--- src/rtl/rnmi_pkg.sv ---
package rnmi_pkg;

    typedef enum logic [1:0] {
        RET_NONE = 2'd0,
        RET_MACH = 2'd1,
        RET_SUPV = 2'd2,
        RET_RNMI = 2'd3
    } ret_kind_e;

    typedef enum logic [1:0] {
        TGT_NONE,
        TGT_RNMI_HANDLER,
        TGT_RNMI_EXC,
        TGT_VECTOR
    } tgt_sel_e;

    typedef struct packed {
        logic rnmi_req;
        logic exc_valid;
    } trap_in_t;

    typedef struct packed {
        logic     take_rnmi;
        logic     valid;
        tgt_sel_e sel;
    } trap_dec_t;

    typedef struct packed {
        logic set_req;
        logic clr_req;
    } en_ctl_t;

    // Priority: taken RNMI first, then exception steered by enable state.
    function automatic trap_dec_t decide_trap(trap_in_t in, logic en);
        trap_dec_t d;
        d.take_rnmi = in.rnmi_req & en;
        d.valid     = d.take_rnmi | in.exc_valid;
        if (d.take_rnmi)
            d.sel = TGT_RNMI_HANDLER;
        else if (in.exc_valid)
            d.sel = en ? TGT_VECTOR : TGT_RNMI_EXC;
        else
            d.sel = TGT_NONE;
        return d;
    endfunction

endpackage

--- src/rtl/rnmi_en_state.sv ---
module rnmi_en_state
    import rnmi_pkg::*;
(
    input  logic    clk,
    input  logic    rst,
    input  en_ctl_t ctl,
    output logic    en
);
    logic en_q;

    // Clear dominates set; no path lets software clear the bit.
    always_ff @(posedge clk) begin
        if (rst)
            en_q <= 1'b0;
        else if (ctl.clr_req)
            en_q <= 1'b0;
        else if (ctl.set_req)
            en_q <= 1'b1;
    end

    assign en = en_q;
endmodule

--- src/rtl/rnmi_trap_steer.sv ---
module rnmi_trap_steer
    import rnmi_pkg::*;
#(
    parameter int          XLEN              = 32,
    parameter logic [XLEN-1:0] RNMI_HANDLER_ADDR = 32'h0000_1000,
    parameter logic [XLEN-1:0] RNMI_EXC_ADDR     = 32'h0000_1100
) (
    input  trap_in_t        req,
    input  logic            en,
    input  logic [XLEN-1:0] vec,
    output trap_dec_t       dec,
    output logic [XLEN-1:0] target
);
    always_comb begin
        dec = decide_trap(req, en);
        unique case (dec.sel)
            TGT_RNMI_HANDLER: target = RNMI_HANDLER_ADDR;
            TGT_RNMI_EXC:     target = RNMI_EXC_ADDR;
            TGT_VECTOR:       target = vec;
            default:          target = '0;
        endcase
    end
endmodule

--- src/rtl/rnmi_wake_detect.sv ---
module rnmi_wake_detect (
    input  logic wfi_active,
    input  logic rnmi_req,
    input  logic irq_pending,
    output logic wake
);
    // Enable bit deliberately absent: it only gates taking, not waking.
    assign wake = wfi_active & (rnmi_req | irq_pending);
endmodule

--- src/rtl/rnmi_trap_ctrl.sv ---
module rnmi_trap_ctrl
    import rnmi_pkg::*;
#(
    parameter int              XLEN              = 32,
    parameter logic [XLEN-1:0] RNMI_HANDLER_ADDR = 32'h0000_1000,
    parameter logic [XLEN-1:0] RNMI_EXC_ADDR     = 32'h0000_1100
) (
    input  logic            clk,
    input  logic            rst,
    input  logic            csr_wr_en,
    input  logic            csr_wr_nmie,
    input  logic [1:0]      ret_kind_i,
    input  logic            rnmi_req_i,
    input  logic            exc_valid_i,
    input  logic [XLEN-1:0] trap_vec_i,
    input  logic            wfi_active_i,
    input  logic            irq_pending_i,
    output logic            take_rnmi_o,
    output logic            trap_valid_o,
    output logic [XLEN-1:0] trap_target_o,
    output logic            wake_o,
    output logic            nmi_en_o
);
    ret_kind_e ret_kind;
    trap_in_t  trap_in;
    trap_dec_t trap_dec;
    en_ctl_t   en_ctl;
    logic      en;

    assign ret_kind          = ret_kind_e'(ret_kind_i);
    assign trap_in.rnmi_req  = rnmi_req_i;
    assign trap_in.exc_valid = exc_valid_i;

    rnmi_trap_steer #(
        .XLEN              (XLEN),
        .RNMI_HANDLER_ADDR (RNMI_HANDLER_ADDR),
        .RNMI_EXC_ADDR     (RNMI_EXC_ADDR)
    ) steer_i (
        .req    (trap_in),
        .en     (en),
        .vec    (trap_vec_i),
        .dec    (trap_dec),
        .target (trap_target_o)
    );

    // Machine and supervisor returns are decoded as no-ops for the bit.
    assign en_ctl.set_req = (csr_wr_en & csr_wr_nmie) | (ret_kind == RET_RNMI);
    assign en_ctl.clr_req = trap_dec.take_rnmi;

    rnmi_en_state en_i (
        .clk (clk),
        .rst (rst),
        .ctl (en_ctl),
        .en  (en)
    );

    rnmi_wake_detect wake_i (
        .wfi_active  (wfi_active_i),
        .rnmi_req    (rnmi_req_i),
        .irq_pending (irq_pending_i),
        .wake        (wake_o)
    );

    assign take_rnmi_o  = trap_dec.take_rnmi;
    assign trap_valid_o = trap_dec.valid;
    assign nmi_en_o     = en;
endmodule

--- config.mk ---
export PLATFORM = sky130hd
export DESIGN_NAME = rnmi_trap_ctrl
export DESIGN_NICKNAME = d
export VERILOG_FILES = /design/src/rtl/rnmi_pkg.sv /design/src/rtl/rnmi_en_state.sv /design/src/rtl/rnmi_trap_steer.sv /design/src/rtl/rnmi_wake_detect.sv /design/src/rtl/rnmi_trap_ctrl.sv
export SDC_FILE = /design/constraint.sdc
export NUM_CORES = 1
export LEC_CHECK = 0
export BUFFER_PORTS_ARGS = -buffer_cell sky130_fd_sc_hd__buf_4
export CAP_MARGIN = 20
export CORE_MARGIN = 2
export CORE_UTILIZATION = 25
export CTS_BUF_LIST = sky130_fd_sc_hd__clkbuf_8 sky130_fd_sc_hd__clkbuf_16
export DETAILED_ROUTE_END_ITERATION = 7
export MAX_ROUTING_LAYER = met4
export PLACE_DENSITY = 0.82
export SLEW_MARGIN = 30
export SYNTH_ARGS = -nofsm -noshare
export SYNTH_HDL_FRONTEND = slang
export SYNTH_SLANG_ARGS = --single-unit
--- constraint.sdc ---
create_clock -name clk -period 2.15 [get_ports clk]
set_clock_uncertainty 0.15 [all_clocks]
set_input_delay 0.3225 -clock clk [delete_from_list [all_inputs] [get_ports clk]]
set_output_delay 0.3225 -clock clk [all_outputs]
set_load 0.02 [all_outputs]
# After elaboration in Yosys (flattened, before gate mapping)
# Cells that the tools add are included.
[totals]
wordCells = 16
ff_bits = 1
out_inout_bits = 36
inputBits = 42
[classes]
n_bitwise = 6
muxes = 4
n_eq_ne = 4
reduce_logical = 1
[ops]
columns = ["op", "count"]
rows = [
  ["$pmux 32 s3", 1],
  ["$eq 2x2->1 const B", 3],
  ["$mux 2", 2],
  ["$and 1x1->1", 3],
  ["$or 1x1->1", 3],
  ["$eq 2x1->1 const B", 1],
  ["$reduce_or 2->1", 1],
  ["$mux 1", 1],
]

# Longest topological paths before layout
[depth]
depth_word = 5
ltp_mapped = 3
mapped_depth_nobuf = 2

# Hierarchy
# From an unflattened synthesis, not the netlist that was laid out.
[hier_totals]
cells_unflattened = 49
hier_area_um2 = 334.1
[by_module_without_submodules]
columns = ["module", "cells_per_inst", "area_each_um2", "n_inst", "seq_area_each_um2"]
rows = [
  ["rnmi_trap_steer", 44, 284.0, 1, 0.0],
  ["rnmi_en_state", 3, 33.8, 1, 20.0],
  ["rnmi_trap_ctrl", 1, 8.8, 1, 0.0],
  ["rnmi_wake_detect", 1, 7.5, 1, 0.0],
]

# Worst setup path before layout
# No wires, ideal clock.
[synth_path]
kind = "flip-flop to output port"
startpoint = "reg en_i.en_q, in the netlist en_i.en"
endpoint = "out trap_target_o[13]"
required_time_ns = 1.678
path_stages_with_launch = 4
path_slack_ns = 0.603
t_arrival_ns = 1.074
path_buffers = 1
cell_sequence = "dfxtp_1 -> and3b_2 -> buf_6 -> and2_1"
[synth_via]
elab_chain_len = 5
elab_cells_between_ends = 8
cone_classes = "eq/ne: 3; mux: 4; bitwise: 1"
[synth_rtl]
columns = ["item", "line", "text"]
rows = [
  ["start: declaration", "rnmi_en_state.sv:9", "logic en_q;"],
  ["start signal: assignment", "rnmi_en_state.sv:14", "en_q <= 1'b0;"],
  ["start signal: assignment", "rnmi_en_state.sv:16", "en_q <= 1'b0;"],
  ["start signal: assignment", "rnmi_en_state.sv:18", "en_q <= 1'b1;"],
  ["$mux 1", "rnmi_pkg.sv:41", "d.sel = en ? TGT_VECTOR : TGT_RNMI_EXC;"],
  ["$mux 2", "rnmi_pkg.sv:40", "else if (in.exc_valid)"],
  ["$mux 2 (*)", "rnmi_pkg.sv:38", "if (d.take_rnmi)"],
  ["$eq 2x2->1 or $eq 2x1->1 (tied branches)", "rnmi_trap_steer.sv:16", "unique case (dec.sel)"],
  ["$pmux 32 s3 (*)", "rnmi_trap_steer.sv:16", ""],
  ["end: declaration", "rnmi_trap_ctrl.sv:20", "output logic [XLEN-1:0] trap_target_o,"],
]
# Mark *: on every way between the ends. The rest lies on a longest branch, timed or not.

# Worst setup path in the final report
[layout_path]
startpoint = "in rnmi_req_i"
endpoint = "out trap_target_o[11]"
[layout_via]
elab_chain_len = 4
elab_cells_between_ends = 6
cone_classes = "eq/ne: 3; mux: 2; bitwise: 1"
[layout_rtl]
columns = ["item", "line", "text"]
rows = [
  ["start: declaration", "rnmi_trap_ctrl.sv:13", "input logic rnmi_req_i,"],
  ["$and 1x1->1 (*)", "rnmi_pkg.sv:36", "d.take_rnmi = in.rnmi_req & en;"],
  ["$mux 2 (*)", "rnmi_pkg.sv:38", ""],
  ["$eq 2x2->1 or $eq 2x1->1 (tied branches)", "rnmi_trap_steer.sv:16", ""],
  ["$pmux 32 s3 (*)", "rnmi_trap_steer.sv:16", ""],
]
# Marks and branches as above.

==> metrics.yaml <==
avgSynthCellArea_um2: 8.33
slew_viol_final: 0
synthArstFlopShare: 0
start_util: 0.275
seqPwrFrac: 0.135
synth.distinct_cells: 13
post_cts_buffers: 0
p_per_area_nw_per_um2: 182
path_clk_slew_ns: 0
max_freq_mhz: 556
cp.required_ns: 1.68
crit_fanout: 30
antenna_found_initial: 0
core_area_um2: 1330
clk_latency_ns: 0
wl_met2_um: 805
tns_ns: 0
overflow: 0
r2r_slack_ns: 1.22
synth_top_cell_by_area: "and2_4"
min_period_ns: 1.80
cpPeakStageDelay_ns: 0.53
status: "complete, no violations"
reg2reg_from: "en_i.en"
synth_edf_count: 0
area_growth_pct: 154
place.port_buffers: 77
synth_flop_cell: "dfxtp_1"
pin_count: 78
multiInputGateArea_um2: 313
drt_iter0_markers: 3
switchingPower_w: 0.0000580
synth.area.mux_share: 0
synth_commonest_cells: "and2_4, and2_1, buf_6"
final_util: 0.697
worstRegToRegCells: 2
slew_headroom: 0.696
finalCritPeriodShare: 0.836
routed_via_density: 4.26
grt_pass1_wl_mm: 2.36
design_area_um2: 930
die_area_um2: 1790
final_layout_size_suffix_gt1_frac: 0.847
nNetsFinal: 162
synth_xor_area_frac: 0
cp.arrival_ns: 1.32
n_fill_cell: 124
drc: 0
wl_per_cell_um: 11.9
synth_nets: 86
p_int_w: 0.000111
synth-seq-area-share: 0.0546
ys_warn_count: 0
end_kind: "output port"
holdPathStages: 2
gp_congestion: 0.673
cp_slowest_cell: "and3b_2"
cts_hold_buffers: 0
min_from: "rst"
ant_nets: 0
ir_drop_v: 0.000156
die_y_um: 42.3
finalSetupViolCount: 0
wl_mm: 1.59
dieWidth_um: 42.3
num_antenna_cells: 0
via_count: 566
synthAdderAreaFrac: 0
maxUsedRoutingLayer: "met3"
power_leakage_nw: 0.549
ys_seq_elements: 1
dp_hpwl_mm: 1.42
critical_path_depth: 4
hold_path_end: "en_i.en"
path_cells: "buf_4 > and3b_2 > and2_4 > buf_4"
largest_register_ffs: 1
firstDrtPassIters: 2
crit_family: "simple AND/OR/NAND/NOR gates"
crit_type: "in2out"
hold_viol: 0
clkPwrFrac: 0
hold_class: "in2reg"
comb_power_share: 0.865
grt_max_degree: 31
r2r-end: "en_i.en"
netlist_top_cells_area: "and2_4, and2_1, buf_6"
yosys.area_share.simple: 0.768
synth_top_area_frac: 0.502
tightest_slew_ns: 0.455
num_rows: 13
met1_length_um: 602
regArea_um2: 20.0
critPathMostFrequentCell: "buf_4"
yosysMostFrequentCell: "and2_4"
synth_area_um2: 367
rsz0062_at_grt: "no"
grtUsageTotal: 0.167
cp_num_buf_inv: 2
sw_frac_of_total: 0.343
synth_compound_area_frac: 0.0853
synth_top_family_by_area: "simple AND/OR/NAND/NOR gates"
dr_wl_met3_um: 181
placed_area_um2: 930
grt_pass1_vias: 488
cap_violations: 0
netlist_instances: 44
worstSetupStartpointType: "input port"
cts-resized-gates: 0
## worst reg2reg max path, stage by stage (launching register included)
cell	delay, ns
dfxtp_1	0.37
and2_1	0.22
nor3_1	0.07
## layer usage
layer,global-route usage,vias up
li1,-,285
met1,0.206,236
met2,0.298,45
met3,0.0302,0
met4,0,0
met5,-,-
## kinds of logic after synthesis
group | after synthesis
AO/OA/AOI/OAI | 4
buffers and inverters | 3
flip-flops | 1
AND/OR/NAND/NOR | 36
## area by class of cell
class                      count  area share
multi-input combinational     40       0.336
tap                           15      0.0202
sequential                     1      0.0215
timing repair buffer          77       0.622
## through the flow
step	total power [W]	setup WS, ns	hold WS, ns	instances
2_1_floorplan	0.0000840	0.603	0.252	44
3_3_place_gp	0.000169	0.373	0.339	133
3_5_place_dp	0.000171	0.351	0.340	133
4_1_cts	0.000171	0.353	0.340	133
5_1_grt	0.000180	0.293	0.344	133
6_report	0.000169	0.353	0.338	133
## power by group through the flow
stage	combinational, W	clock (W)	sequential (W)
after global placement	0.000146	0	0.0000231
after global routing	0.000156	0	0.0000234
after detailed placement	0.000148	0	0.0000230
after CTS	0.000148	0	0.0000231
final	0.000147	0	0.0000229
after floorplan	0.0000594	0	0.0000245
## cells in the final DEF (no fill, tap or decap), drive strengths merged
cell / netlist / routed
a21boi: 1 / 1
a21o: 1 / 1
a221oi: 1 / 1
and2: 31 / 31
and3b: 1 / 1
buf: 3 / 77
dfxtp: 1 / 1
nand2b: 1 / 1
nor3: 1 / 1
o21a: 1 / 1
or2: 1 / 1
or2b: 1 / 1
## how the worst max path moves through the flow
stage	slack [ns]	start	to
floorplan	0.60	en_i.en	trap_target_o[13]
global placement	0.37	rnmi_req_i	trap_target_o[0]
detailed placement	0.35	rnmi_req_i	trap_target_o[11]
CTS	0.35	rnmi_req_i	trap_target_o[11]
global route	0.29	rnmi_req_i	trap_target_o[11]
finish	0.35	rnmi_req_i	trap_target_o[11]
No activity file was read; power rests on OpenSTA's default activity.
